## src/rtl/cpwm_pkg.sv

```systemverilog
package cpwm_pkg;

   // Direction of the step that produced the current count value.
   typedef enum logic {
      DIR_UP   = 1'b0,
      DIR_DOWN = 1'b1
   } cnt_dir_e;

   // Where the once-per-cycle pattern trigger is taken from.
   typedef enum logic [0:0] {
      PAT_AT_PERIOD = 1'b0,
      PAT_AT_ZERO   = 1'b1
   } pat_src_e;

endpackage

```

## src/rtl/cpwm_period_regs.sv

```systemverilog
module cpwm_period_regs #(
   parameter int unsigned CNT_W      = 16,
   parameter int unsigned RST_PERIOD = 8
) (
   input  logic             clk,
   input  logic             rst_n,
   input  logic             shadow_wr,
   input  logic [CNT_W-1:0] shadow_din,
   input  logic             xfer,
   output logic [CNT_W-1:0] eff_per
);

   localparam logic [CNT_W-1:0] PER_RST = CNT_W'(RST_PERIOD);
   localparam logic [CNT_W-1:0] PER_MIN = CNT_W'(1);
   localparam logic [CNT_W-1:0] PER_TOP = {CNT_W{1'b1}};
   localparam logic [CNT_W-1:0] PER_MAX = {{(CNT_W-1){1'b1}}, 1'b0};

   logic [CNT_W-1:0] shadow_q;
   logic [CNT_W-1:0] active_q;

   always_ff @(posedge clk or negedge rst_n) begin
      if (!rst_n) begin
         shadow_q <= PER_RST;
      end else if (shadow_wr) begin
         shadow_q <= shadow_din;
      end
   end

   always_ff @(posedge clk or negedge rst_n) begin
      if (!rst_n) begin
         active_q <= PER_RST;
      end else if (xfer) begin
         active_q <= shadow_q;
      end
   end

   // Keep period+1 representable and never let the period collapse to zero.
   always_comb begin
      if (active_q == '0) begin
         eff_per = PER_MIN;
      end else if (active_q == PER_TOP) begin
         eff_per = PER_MAX;
      end else begin
         eff_per = active_q;
      end
   end

   p_eff_range_r10: assert property (@(posedge clk) disable iff (!rst_n)
      (eff_per != '0) && (eff_per != PER_TOP));

   p_xfer_load_r8: assert property (@(posedge clk) disable iff (!rst_n)
      xfer |=> (active_q == $past(shadow_q)));

   p_hold_no_xfer_r8: assert property (@(posedge clk) disable iff (!rst_n)
      !xfer |=> $stable(active_q));

endmodule

```

## src/rtl/cpwm_updown_core.sv

```systemverilog
module cpwm_updown_core
   import cpwm_pkg::*;
#(
   parameter int unsigned CNT_W = 16
) (
   input  logic             clk,
   input  logic             rst_n,
   input  logic             step,
   input  logic [CNT_W-1:0] eff_per,
   output logic [CNT_W-1:0] cnt_q,
   output cnt_dir_e         dir_q,
   output logic [CNT_W-1:0] cnt_nx,
   output cnt_dir_e         dir_nx
);

   localparam logic [CNT_W-1:0] ONE = CNT_W'(1);

   // Next-state: rise until above the period, fall until zero.
   always_comb begin
      cnt_nx = cnt_q;
      dir_nx = dir_q;
      if (step) begin
         if (dir_q == DIR_UP) begin
            if (cnt_q > eff_per) begin
               dir_nx = DIR_DOWN;
               cnt_nx = cnt_q - ONE;
            end else begin
               cnt_nx = cnt_q + ONE;
            end
         end else begin
            if (cnt_q == '0) begin
               dir_nx = DIR_UP;
               cnt_nx = ONE;
            end else begin
               cnt_nx = cnt_q - ONE;
            end
         end
      end
   end

   always_ff @(posedge clk or negedge rst_n) begin
      if (!rst_n) begin
         cnt_q <= '0;
         dir_q <= DIR_UP;
      end else begin
         cnt_q <= cnt_nx;
         dir_q <= dir_nx;
      end
   end

   p_unit_step_r2: assert property (@(posedge clk) disable iff (!rst_n)
      step |=> ((cnt_q == $past(cnt_q) + ONE) || (cnt_q == $past(cnt_q) - ONE)));

   p_freeze_r9: assert property (@(posedge clk) disable iff (!rst_n)
      !step |=> ($stable(cnt_q) && $stable(dir_q)));

   p_zero_turn_r3: assert property (@(posedge clk) disable iff (!rst_n)
      (step && cnt_q == '0) |=> (cnt_q == ONE && dir_q == DIR_UP));

   p_dir_matches_step_r4: assert property (@(posedge clk) disable iff (!rst_n)
      step |=> ((dir_q == DIR_DOWN) == (cnt_q == $past(cnt_q) - ONE)));

endmodule

```

## src/rtl/cpwm_event_gen.sv

```systemverilog
module cpwm_event_gen
   import cpwm_pkg::*;
#(
   parameter int unsigned CNT_W   = 16,
   parameter pat_src_e    PAT_SRC = PAT_AT_PERIOD
) (
   input  logic             clk,
   input  logic             rst_n,
   input  logic             step,
   input  logic [CNT_W-1:0] cnt_nx,
   input  cnt_dir_e         dir_nx,
   input  logic [CNT_W-1:0] eff_per,
   input  logic [CNT_W-1:0] cnt_q,
   output logic             xfer,
   output logic             ext_q,
   output logic             int_q,
   output logic             pat_q
);

   logic hit_any;
   logic hit_up;
   logic pat_d;

   assign hit_any = step && (cnt_nx == eff_per);
   assign hit_up  = hit_any && (dir_nx == DIR_UP);
   assign xfer    = hit_up;

   generate
      if (PAT_SRC == PAT_AT_PERIOD) begin : g_pat_period
         assign pat_d = hit_up;
      end else begin : g_pat_zero
         assign pat_d = step && (cnt_nx == '0) && (dir_nx == DIR_DOWN);
      end
   endgenerate

   always_ff @(posedge clk or negedge rst_n) begin
      if (!rst_n) begin
         ext_q <= 1'b0;
         int_q <= 1'b0;
         pat_q <= 1'b0;
      end else begin
         ext_q <= hit_any;
         int_q <= hit_up;
         pat_q <= pat_d;
      end
   end

   p_ext_at_period_r5: assert property (@(posedge clk) disable iff (!rst_n)
      ext_q |-> (cnt_q == $past(eff_per)));

   p_int_needs_ext_r6: assert property (@(posedge clk) disable iff (!rst_n)
      int_q |-> ext_q);

   p_no_events_idle_r9: assert property (@(posedge clk) disable iff (!rst_n)
      !step |=> (!ext_q && !int_q && !pat_q));

   generate
      if (PAT_SRC == PAT_AT_PERIOD) begin : g_chk_period
         p_pat_with_int_r7: assert property (@(posedge clk) disable iff (!rst_n)
            pat_q == int_q);
      end else begin : g_chk_zero
         p_pat_at_zero_r7: assert property (@(posedge clk) disable iff (!rst_n)
            pat_q |-> (cnt_q == '0));
      end
   endgenerate

endmodule

```

## src/rtl/cpwm_period_timer.sv

```systemverilog
module cpwm_period_timer
   import cpwm_pkg::*;
#(
   parameter int unsigned CNT_W      = 16,
   parameter int unsigned RST_PERIOD = 8,
   parameter pat_src_e    PAT_SRC    = PAT_AT_PERIOD
) (
   input  logic             clk,
   input  logic             rst_n,
   input  logic             run_en,
   input  logic             shadow_wr,
   input  logic [CNT_W-1:0] shadow_period,
   output logic [CNT_W-1:0] count,
   output logic             dir_down,
   output logic             trig_ext,
   output logic             evt_int,
   output logic             evt_pattern
);

   localparam longint unsigned PER_LIMIT = (64'd1 << CNT_W) - 64'd2;

   generate
      if (CNT_W < 2 || CNT_W > 31) begin : g_bad_width
         $error("cpwm_period_timer: CNT_W must lie in 2..31");
      end
      if (RST_PERIOD < 1 || longint'(RST_PERIOD) > PER_LIMIT) begin : g_bad_rst
         $error("cpwm_period_timer: RST_PERIOD outside the usable range");
      end
   endgenerate

   logic [CNT_W-1:0] eff_per;
   logic [CNT_W-1:0] cnt_q;
   logic [CNT_W-1:0] cnt_nx;
   cnt_dir_e         dir_q;
   cnt_dir_e         dir_nx;
   logic             xfer;

   cpwm_period_regs #(
      .CNT_W      (CNT_W),
      .RST_PERIOD (RST_PERIOD)
   ) u_regs (
      .clk        (clk),
      .rst_n      (rst_n),
      .shadow_wr  (shadow_wr),
      .shadow_din (shadow_period),
      .xfer       (xfer),
      .eff_per    (eff_per)
   );

   cpwm_updown_core #(
      .CNT_W (CNT_W)
   ) u_core (
      .clk     (clk),
      .rst_n   (rst_n),
      .step    (run_en),
      .eff_per (eff_per),
      .cnt_q   (cnt_q),
      .dir_q   (dir_q),
      .cnt_nx  (cnt_nx),
      .dir_nx  (dir_nx)
   );

   cpwm_event_gen #(
      .CNT_W   (CNT_W),
      .PAT_SRC (PAT_SRC)
   ) u_events (
      .clk     (clk),
      .rst_n   (rst_n),
      .step    (run_en),
      .cnt_nx  (cnt_nx),
      .dir_nx  (dir_nx),
      .eff_per (eff_per),
      .cnt_q   (cnt_q),
      .xfer    (xfer),
      .ext_q   (trig_ext),
      .int_q   (evt_int),
      .pat_q   (evt_pattern)
   );

   assign count    = cnt_q;
   assign dir_down = (dir_q == DIR_DOWN);

   p_top_turn_r2: assert property (@(posedge clk) disable iff (!rst_n)
      (run_en && !dir_down && count > eff_per) |=> dir_down);

endmodule

```

## config.mk

```make
export PLATFORM = sky130hd
export DESIGN_NAME = cpwm_period_timer
export DESIGN_NICKNAME = d
export VERILOG_FILES = /design/src/rtl/cpwm_pkg.sv /design/src/rtl/cpwm_period_regs.sv /design/src/rtl/cpwm_updown_core.sv /design/src/rtl/cpwm_event_gen.sv /design/src/rtl/cpwm_period_timer.sv
export SDC_FILE = /design/constraint.sdc
export NUM_CORES = 1
export LEC_CHECK = 0
export BUFFER_PORTS_ARGS = -buffer_cell sky130_fd_sc_hd__buf_2
export CORE_MARGIN = 3
export CORE_UTILIZATION = 59
export DETAILED_ROUTE_END_ITERATION = 6
export PLACE_DENSITY = 0.8
export SLEW_MARGIN = 30
export SYNTH_ARGS = -nofsm -noshare
export SYNTH_HDL_FRONTEND = slang
export SYNTH_HIERARCHICAL = 1
export SYNTH_SLANG_ARGS = --single-unit
```

## constraint.sdc

```tcl
create_clock -name clk -period 6.5 [get_ports clk]
set_clock_uncertainty 0.15 [all_clocks]
set_input_delay 0.325 -clock clk [delete_from_list [all_inputs] [get_ports clk]]
set_output_delay 0.325 -clock clk [all_outputs]
set_load 0.05 [all_outputs]
```

Word-level counts from Yosys, hierarchy flattened
Index checks and enable logic that the tools add are counted.

operators by class
  eq/ne operators = 2
  bitwise operators = 1
  muxes and demuxes = 10
  add/subtract/negate cells = 2
  order comparisons = 1
  reduce and logical (&&, ||, !) cells = 4

operator list
  cell                                                                  count
  16-bit 2-to-1 mux                                                     6
  16-bit logical NOT                                                    2
  16-bit by 1-bit adder with 16-bit output, second input constant       1
  16-bit equality test                                                  1
  16-bit equality test, second input constant                           1
  16-bit greater-than comparator                                        1
  16-bit by 1-bit subtractor with 16-bit output, second input constant  1
  1-bit 2-to-1 mux                                                      4
  1-bit logical AND                                                     2
  1-bit inverter                                                        1

word-level totals
  flip-flop bits (word level) = 51
  logic and storage cells = 26
  output and inout bits = 20
  input port bits = 20

Depth between registers and ports, before layout
Gate-level depths: netlist (run 1).

  depth in word-level cells = 10
  gate-level depth with buffers = 19
  depth with buffers taken out = 16

By module
The synthesis (run 1) kept the hierarchy.

modules (own cells, without submodules)
  module            cells an instance  instances  seq. area each (µm²)  area an instance (µm²)
  cpwm_updown_core  246                1          425.4                 1,920.6
  cpwm_period_regs  94                 1          803.3                 1,340.0
  cpwm_event_gen    26                 1          50.0                  244.0

Worst setup path before layout (run 1)
Ideal clock, no wire load.

  kind = register -> register
  start = register u_regs.active_q[3]
  end = register u_regs.active_q[10]
  setup slack = 1,885 ps
  data arrival time = 4,340 ps
  setup time = 125 ps
  data required time = 6,225 ps
  stages on the path, launching flop included = 19
  path buffers = 2
  clock period less this slack = 4,615 ps
  path through = dfstp_2 nand4_1 o41ai_2 nand2_1 ha_1 nor2b_1 o211ai_1 a2111o_1 a31oi_2 nand2_1 o221a_2 mux2i_1 xnor2_1 nand4_1 or4_1 nor3_2 buf_6 buf_6 mux2_2

on the way
  longest elaborated chain between the ends = 10
  elaborated cells on any way between the ends = 15
  classes of those cells = order compare: 1; eq/ne: 2; mux: 8; bitwise: 1; reduce/logical: 3

ends and longest elaborated chain
  what                                RTL line                 source
  start: declaration                  cpwm_period_regs.sv:19   logic [CNT_W-1:0] active_q;
  start signal: assignment            cpwm_period_regs.sv:33   active_q <= shadow_q;
  16-bit equality test                cpwm_period_regs.sv:41   end else if (active_q == PER_TOP) begin
  16-bit 2-to-1 mux                   cpwm_period_regs.sv:41
  16-bit 2-to-1 mux (*)               cpwm_period_regs.sv:39   if (active_q == '0) begin
  named net eff_per[0]                cpwm_period_timer.sv:31  logic [CNT_W-1:0] eff_per;
  16-bit greater-than comparator (*)  cpwm_updown_core.sv:24   if (cnt_q > eff_per) begin
  16-bit 2-to-1 mux (*)               cpwm_updown_core.sv:24
  16-bit 2-to-1 mux (*)               cpwm_updown_core.sv:23   if (dir_q == DIR_UP) begin
  16-bit 2-to-1 mux (*)               cpwm_updown_core.sv:22   if (step) begin
  named net cnt_nx[15]                cpwm_period_timer.sv:33  logic [CNT_W-1:0] cnt_nx;
  16-bit equality test (*)            cpwm_event_gen.sv:24     assign hit_any = step && (cnt_nx == eff_per);
  1-bit logical AND (*)               cpwm_event_gen.sv:24
  1-bit logical AND (*)               cpwm_event_gen.sv:25     assign hit_up = hit_any && (dir_nx == DIR_UP);
  named net xfer                      cpwm_period_timer.sv:36  logic xfer;

Mark *: on every way through the listed nets, which the timed path passes. The rest lies on a longest branch.
A chain may end at the register's enable or synchronous reset.

Worst setup path in the final report (run 1)
  start = register u_regs.active_q[3]
  end = register u_regs.active_q[4]

Same word-level chain as after synthesis.

==> results_dict.tcl, run 1 <==
set metrics [dict create \
    diodes 0 \
    cp_slowest_cell "dfstp_2" \
    synthDistinctLibCells 51 \
    drtIter0Drc 331 \
    final_nets 417 \
    holdCritStartpoint "shadow_period[11]" \
    synth_edf_count 0 \
    die_y_um 83.07 \
    crit_buf_inv 2 \
    ctsRootBufferMaster "clkbuf_8" \
    place_hpwl_mm 5.638 \
    die_w_um 83.07 \
    hold_buffers 1 \
    first_global_vias 2707 \
    ant_nets 0 \
    htreeDepth 2 \
    synthArstFlopShare_pct 100.0 \
    crit_fanout 17 \
    syn_area_per_cell_um2 9.575 \
    clock_latency_ns 0.30 \
    peakVddDrop_uv 279.5 \
    antenna_found_initial 0 \
    synth.cell_area_um2 3505 \
    leakage_nw 1.586 \
    yosysSeqAreaShare_pct 36.49 \
    holdPathEnd "u_regs/shadow_q[11]" \
    hold_viol_final 0 \
    hold_path_class "input port to flip-flop" \
    crit_required_ns 6.54 \
    cts_buffers 5 \
    mostFrequentLayoutCells "49 x dfrtp_1, 38 x buf_2, 35 x mux2_2" \
    syn_inst 366 \
    rsz0062_at_grt "no" \
    grt_pass1_wl_mm 13.71 \
    final_common_cell "dfrtp_1" \
    grt_max_degree 52 \
    die-area_um2 6901 \
    synth-seq-cells 51 \
    coreArea_um2 5642 \
    max_stage_delay_ns 0.58 \
    r2r_cells 18 \
    crit_family "compound AO/OA/AOI/OAI gates" \
    finalSetupViolCount 0 \
    syn2layout_area_growth_pct 5.462 \
    path_cells "nand4_1 > o41ai_2 > nand2_1 > ha_1 > nor2b_1 > o211ai_1 > a2111o_1 > a31oi_2 > buf_4 > mux2_2 > a21oi_1 > a21oi_1 > xnor2_1 > nand4_1 > or4_1 > nor3_2 > buf_4 > mux2_2" \
    r2r-start "u_regs/active_q[3]" \
    maxCapViolations 0 \
    routed_wl_mm 8.030 \
    power_mw 1.063 \
    clkTransAtPathRegs_ns 0.09 \
    synth_fp_nets 405 \
    dr.pass1.iters 5 \
    ys.flop_type "dfrtp_1" \
    max_freq_ghz 0.1905 \
    hold-worst-slack_ns 0.09292 \
    r2r_end "u_regs/active_q[4]" \
    grt_remaining_overflow 0 \
    drc 0 \
    whs_path_depth 2 \
    drv_slew 0 \
    clk_path_buf_depth 2 \
    tightest_slew_ns 0.8094 \
    drive_above_1_share_pct 26.65 \
    cp-end-kind "flip-flop" \
    regToRegSetupSlack_ns 1.25 \
    dr_total_vias 2902 \
    layout_min_cycle_time_ns 5.250 \
    gp_congestion 0.9386 \
    fp-row-count 27 \
    status "completed" \
    ys_warn_count 6 \
    wire_per_inst_um 17.80 \
    n_fill_cell 462 \
    postCtsSetupRepairBufs 0 \
    finalCritPeriodShare_pct 80.77 \
    cts_tree "done" \
    slew_headroom_pct 45.35 \
    fin_tns_setup_ns 0 \
    io_pins 40 \
    initial_core_util_pct 62.12 \
    critical_path_class "flip-flop to flip-flop" \
    track_usage_pct 23.89 \
    power.density_nw_per_um2 287.7 \
    cts.repair.resized 0 \
    portBuffers 39 \
    cts_sinks 51 \
    crit_path_start_kind "flip-flop" \
    critical_path_arrival_ns 5.29 \
    via_per_inst 6.435 \
]
cell usage after synthesis, types with 3 or more instances:
master     n  area [um^2]
o21ai_0   12        60.06
inv_1     20        75.07
nor3_1    10        50.05
nor3b_1    4        30.03
a41oi_1    3        26.28
ha_1      19        237.7
a21oi_1   30        150.1
mux2i_1   10        100.1
nor4_1    10        62.56
clkbuf_1  21        78.83
nand2_1   28        105.1
nand2b_1   7        43.79
o221a_2    3        33.78
nand4_1   11        68.82
nand3_1    8        40.04
dfrtp_1   49         1226
xnor2_1   10        87.58
buf_2      5        25.02
nor2_1    12        45.04
xor2_1     8        70.07
or4_1      3        22.52
buf_6      9        101.4
and3_1     3        18.77
mux2_2    35        394.1
registers in the layout (all words and copies together), names as in the netlist:
signal           count
u_events/pat_q       1
u_events/ext_q       1
u_core/cnt_q        16
u_core/dir_q         1
u_regs/active_q     16
u_regs/shadow_q     16
worst reg2reg max path: stages (launching register included):
cell,delay [ns]
dfstp_2,0.58
nand4_1,0.12
o41ai_2,0.32
nand2_1,0.14
ha_1,0.23
nor2b_1,0.12
o211ai_1,0.09
a2111o_1,0.40
a31oi_2,0.45
buf_4,0.34
mux2_2,0.36
a21oi_1,0.14
a21oi_1,0.08
xnor2_1,0.17
nand4_1,0.11
or4_1,0.58
nor3_2,0.12
buf_4,0.27
mux2_2,0.37
where the power goes:
group | switching (mW) | internal, mW | total (mW)
registers | 0.108 | 0.357 | 0.466
logic | 0.271 | 0.135 | 0.405
clock network | 0.105 | 0.0870 | 0.192
total | 0.484 | 0.579 | 1.06
how the worst max path moves through the flow:
stage	depth (start not counted)	start	end
after floorplan	18	u_regs/active_q[3]	u_regs/active_q[10]
after global placement	18	u_regs/active_q[3]	u_regs/active_q[15]
after detailed placement	18	u_regs/active_q[3]	u_regs/active_q[4]
after CTS	18	u_regs/active_q[3]	u_regs/active_q[15]
after global routing	18	u_regs/active_q[3]	u_regs/active_q[15]
final	18	u_regs/active_q[3]	u_regs/active_q[4]
through the flow:
| stage | instance area, um^2 | worst slack (ns) | std cells | utilization, % |
|---|---|---|---|---|
| after global routing | 3696 | 0.9951 | 451 | 65.51 |
| after detailed placement | 3587 | 1.348 | 442 | 63.58 |
| after global placement | 3585 | 1.493 | 442 | 63.54 |
| final | 3696 | 1.250 | 451 | 65.51 |
| after CTS | 3696 | 1.309 | 451 | 65.51 |
| after floorplan | 3505 | 1.885 | 366 | - |
final cells by class:
| cell class | instances | area (um^2) | area share [%] |
|---|---|---|---|
| Clock buffer | 6 | 82.58 | 2.234 |
| Clock inverter | 2 | 16.27 | 0.4401 |
| Multi-Input combinational cell | 258 | 1931 | 52.23 |
| Tap cell | 72 | 90.09 | 2.437 |
| Inverter | 20 | 75.07 | 2.031 |
| Timing Repair Buffer | 42 | 222.7 | 6.026 |
| Sequential cell | 51 | 1279 | 34.60 |
logic make-up after synthesis:
logic type / share of synthesized area (%)
simple gates: 17.82
compound gates: 11.89
buf+inv: 8.425
flops: 36.49
mux: 14.10
fa+ha+maj: 6.783
xor+xnor: 4.498
layer usage:
metal | global-route usage (%) | routed length, um
met4 | 8.470 | 188
met5 | 0 | 0
met2 | 35.50 | 3663
met3 | 3.671 | 610
met1 | 35.30 | 3567
Power figures use the tool's default switching activity.
==> run 2, diff against run 1 <==
==> constraint.sdc (replaced) <==
create_clock -name clk -period 5 [get_ports clk]
set_clock_uncertainty 0.15 [all_clocks]
set_input_delay 0.25 -clock clk [delete_from_list [all_inputs] [get_ports clk]]
set_output_delay 0.25 -clock clk [all_outputs]
set_load 0.05 [all_outputs]
==> run 2 against run 1 <==
Net effect:
- sequential power is 26% higher
- via count hardly changed
- non-clock buffer count is 3 higher
- count of clock-buffer cells in the layout stayed put
- worst hold slack worse by 0.077 ns
==> results_dict.tcl, run 2 (synthesis results as in run 1) <==
set metrics [dict create \
    grt_max_degree 52 \
    clock_latency_ns 0.31 \
    cts_tree "done" \
    clk_path_buf_depth 2 \
    dr.pass1.iters 5 \
    grt_remaining_overflow 0 \
    htreeDepth 2 \
    max_stage_delay_ns 0.58 \
    critical_path_class "flip-flop to flip-flop" \
    place_hpwl_mm 6.038 \
    ant_nets 0 \
    hold_viol_final 0 \
    initial_core_util_pct 62.12 \
    via_per_inst 6.396 \
    first_global_vias 2727 \
    fp-row-count 27 \
    hold_path_class "input port to flip-flop" \
    critical_path_arrival_ns 4.91 \
    die_y_um 83.07 \
    drtIter0Drc 263 \
    coreArea_um2 5642 \
    grt_pass1_wl_mm 13.92 \
    cts_sinks 51 \
    leakage_nw 1.620 \
    drv_slew 0 \
    crit_required_ns 5.04 \
    ctsRootBufferMaster "clkbuf_8" \
    maxCapViolations 0 \
    cp-end-kind "flip-flop" \
    mostFrequentLayoutCells "48 x dfrtp_1, 38 x buf_2, 35 x mux2_2" \
    die_w_um 83.07 \
    final_nets 420 \
    clkTransAtPathRegs_ns 0.09 \
    rsz0062_at_grt "no" \
    dr_total_vias 2904 \
    peakVddDrop_uv 403.1 \
    finalCritPeriodShare_pct 97.41 \
    reg_top3 "u_core/cnt_q (16), u_regs/active_q (16), u_regs/shadow_q (16)" \
    fin_tns_setup_ns 0 \
    die-area_um2 6901 \
    syn2layout_area_growth_pct 7.676 \
    power_mw 1.443 \
    antenna_found_initial 0 \
    crit_fanout 17 \
    cp_slowest_cell "or4_1" \
    layout_min_cycle_time_ns 4.870 \
    finalSetupViolCount 0 \
    routed_wl_mm 8.435 \
    diodes 0 \
    status "completed" \
    tightest_slew_ns 0.7504 \
    cts_buffers 5 \
    place_area_um2 3622 \
    power.density_nw_per_um2 382.4 \
    crit_path_start_kind "flip-flop" \
    fin_util_pct 66.89 \
    io_pins 40 \
    wire_per_inst_um 18.58 \
    gp_congestion 0.9308 \
    slew_headroom_pct 49.34 \
    path_cells "nand4_1 > o41ai_2 > nand2_1 > ha_1 > nor2b_1 > o211ai_1 > a2111o_1 > a31oi_4 > buf_6 > mux2_2 > a21oi_1 > a21oi_1 > xnor2_1 > nand4_1 > or4_1 > nor3_2 > buf_12 > mux2_2" \
    track_usage_pct 24.63 \
    drive_above_1_share_pct 28.27 \
    final_common_cell "dfrtp_1" \
    portBuffers 39 \
    hold-worst-slack_ns 0.01613 \
    postCtsSetupRepairBufs 0 \
    drc 0 \
    max_freq_ghz 0.2053 \
    stdcell_area_um2 3774 \
]
==> run 2: through the flow <==
step,std cells,setup WS [ns]
after floorplan,366,0.3849
after global placement,445,0.3003
after detailed placement,445,0.1887
after CTS,454,0.1562
after global routing,454,0.003098
final,454,0.1297
==> run 2: area by class of cell <==
cell class / instances / area [um^2]
inverters: 20 / 75.07
flip-flops and latches: 51 / 1280
well taps: 72 / 90.09
clock buffers: 6 / 82.58
multi-input cells: 258 / 1949
clock inverters: 2 / 35.03
fillers: 446 / 1868
repair buffers: 45 / 261.5
==> run 2: repair_timing <==
item | CTS | global route
setup endpoints to repair | 0 | 16
hold buffers | 1 | 0
gates resized for setup | 0 | 6
endpoints found under the hold margin | 49 | 0
==> run 2: path summary, 6_finish.rpt <==
kind	start	end	slack, ns	cells after the start
setup reg to reg	u_regs/active_q[5]	u_regs/active_q[15]	0.13	18
max in group asynchronous	rst_n	u_regs/active_q[7]	3.89	2
setup / recovery	u_regs/active_q[5]	u_regs/active_q[15]	0.13	18
hold reg to reg	u_regs/shadow_q[11]	u_regs/active_q[11]	0.36	1
min in group asynchronous	rst_n	u_regs/shadow_q[6]	0.35	2
hold / removal	shadow_period[9]	u_regs/shadow_q[9]	0.02	2
==> run 2: power breakdown <==
| group | switching (mW) | internal, mW |
|---|---|---|
| logic | 0.375 | 0.182 |
| clock network | 0.136 | 0.162 |
| registers | 0.123 | 0.465 |
==> run 2: critical path: cells and delay by family, from the launching register on <==
kind                       cells  cell delay (ns)
and+or+nand+nor                6             1.29
AOI/OAI and AO/OA              6             1.35
buffers and inverters          2             0.39
adders and majority gates      1             0.21
DFF                            1             0.48
muxes                          2             0.69
xor gates and xnor gates       1             0.17
==> run 2: routing by layer <==
layer	global-route usage, %	part of all wire (%)
met1	33.93	43
met2	40.23	48
met3	4.464	7.4
met4	6.092	1.7
met5	0	0
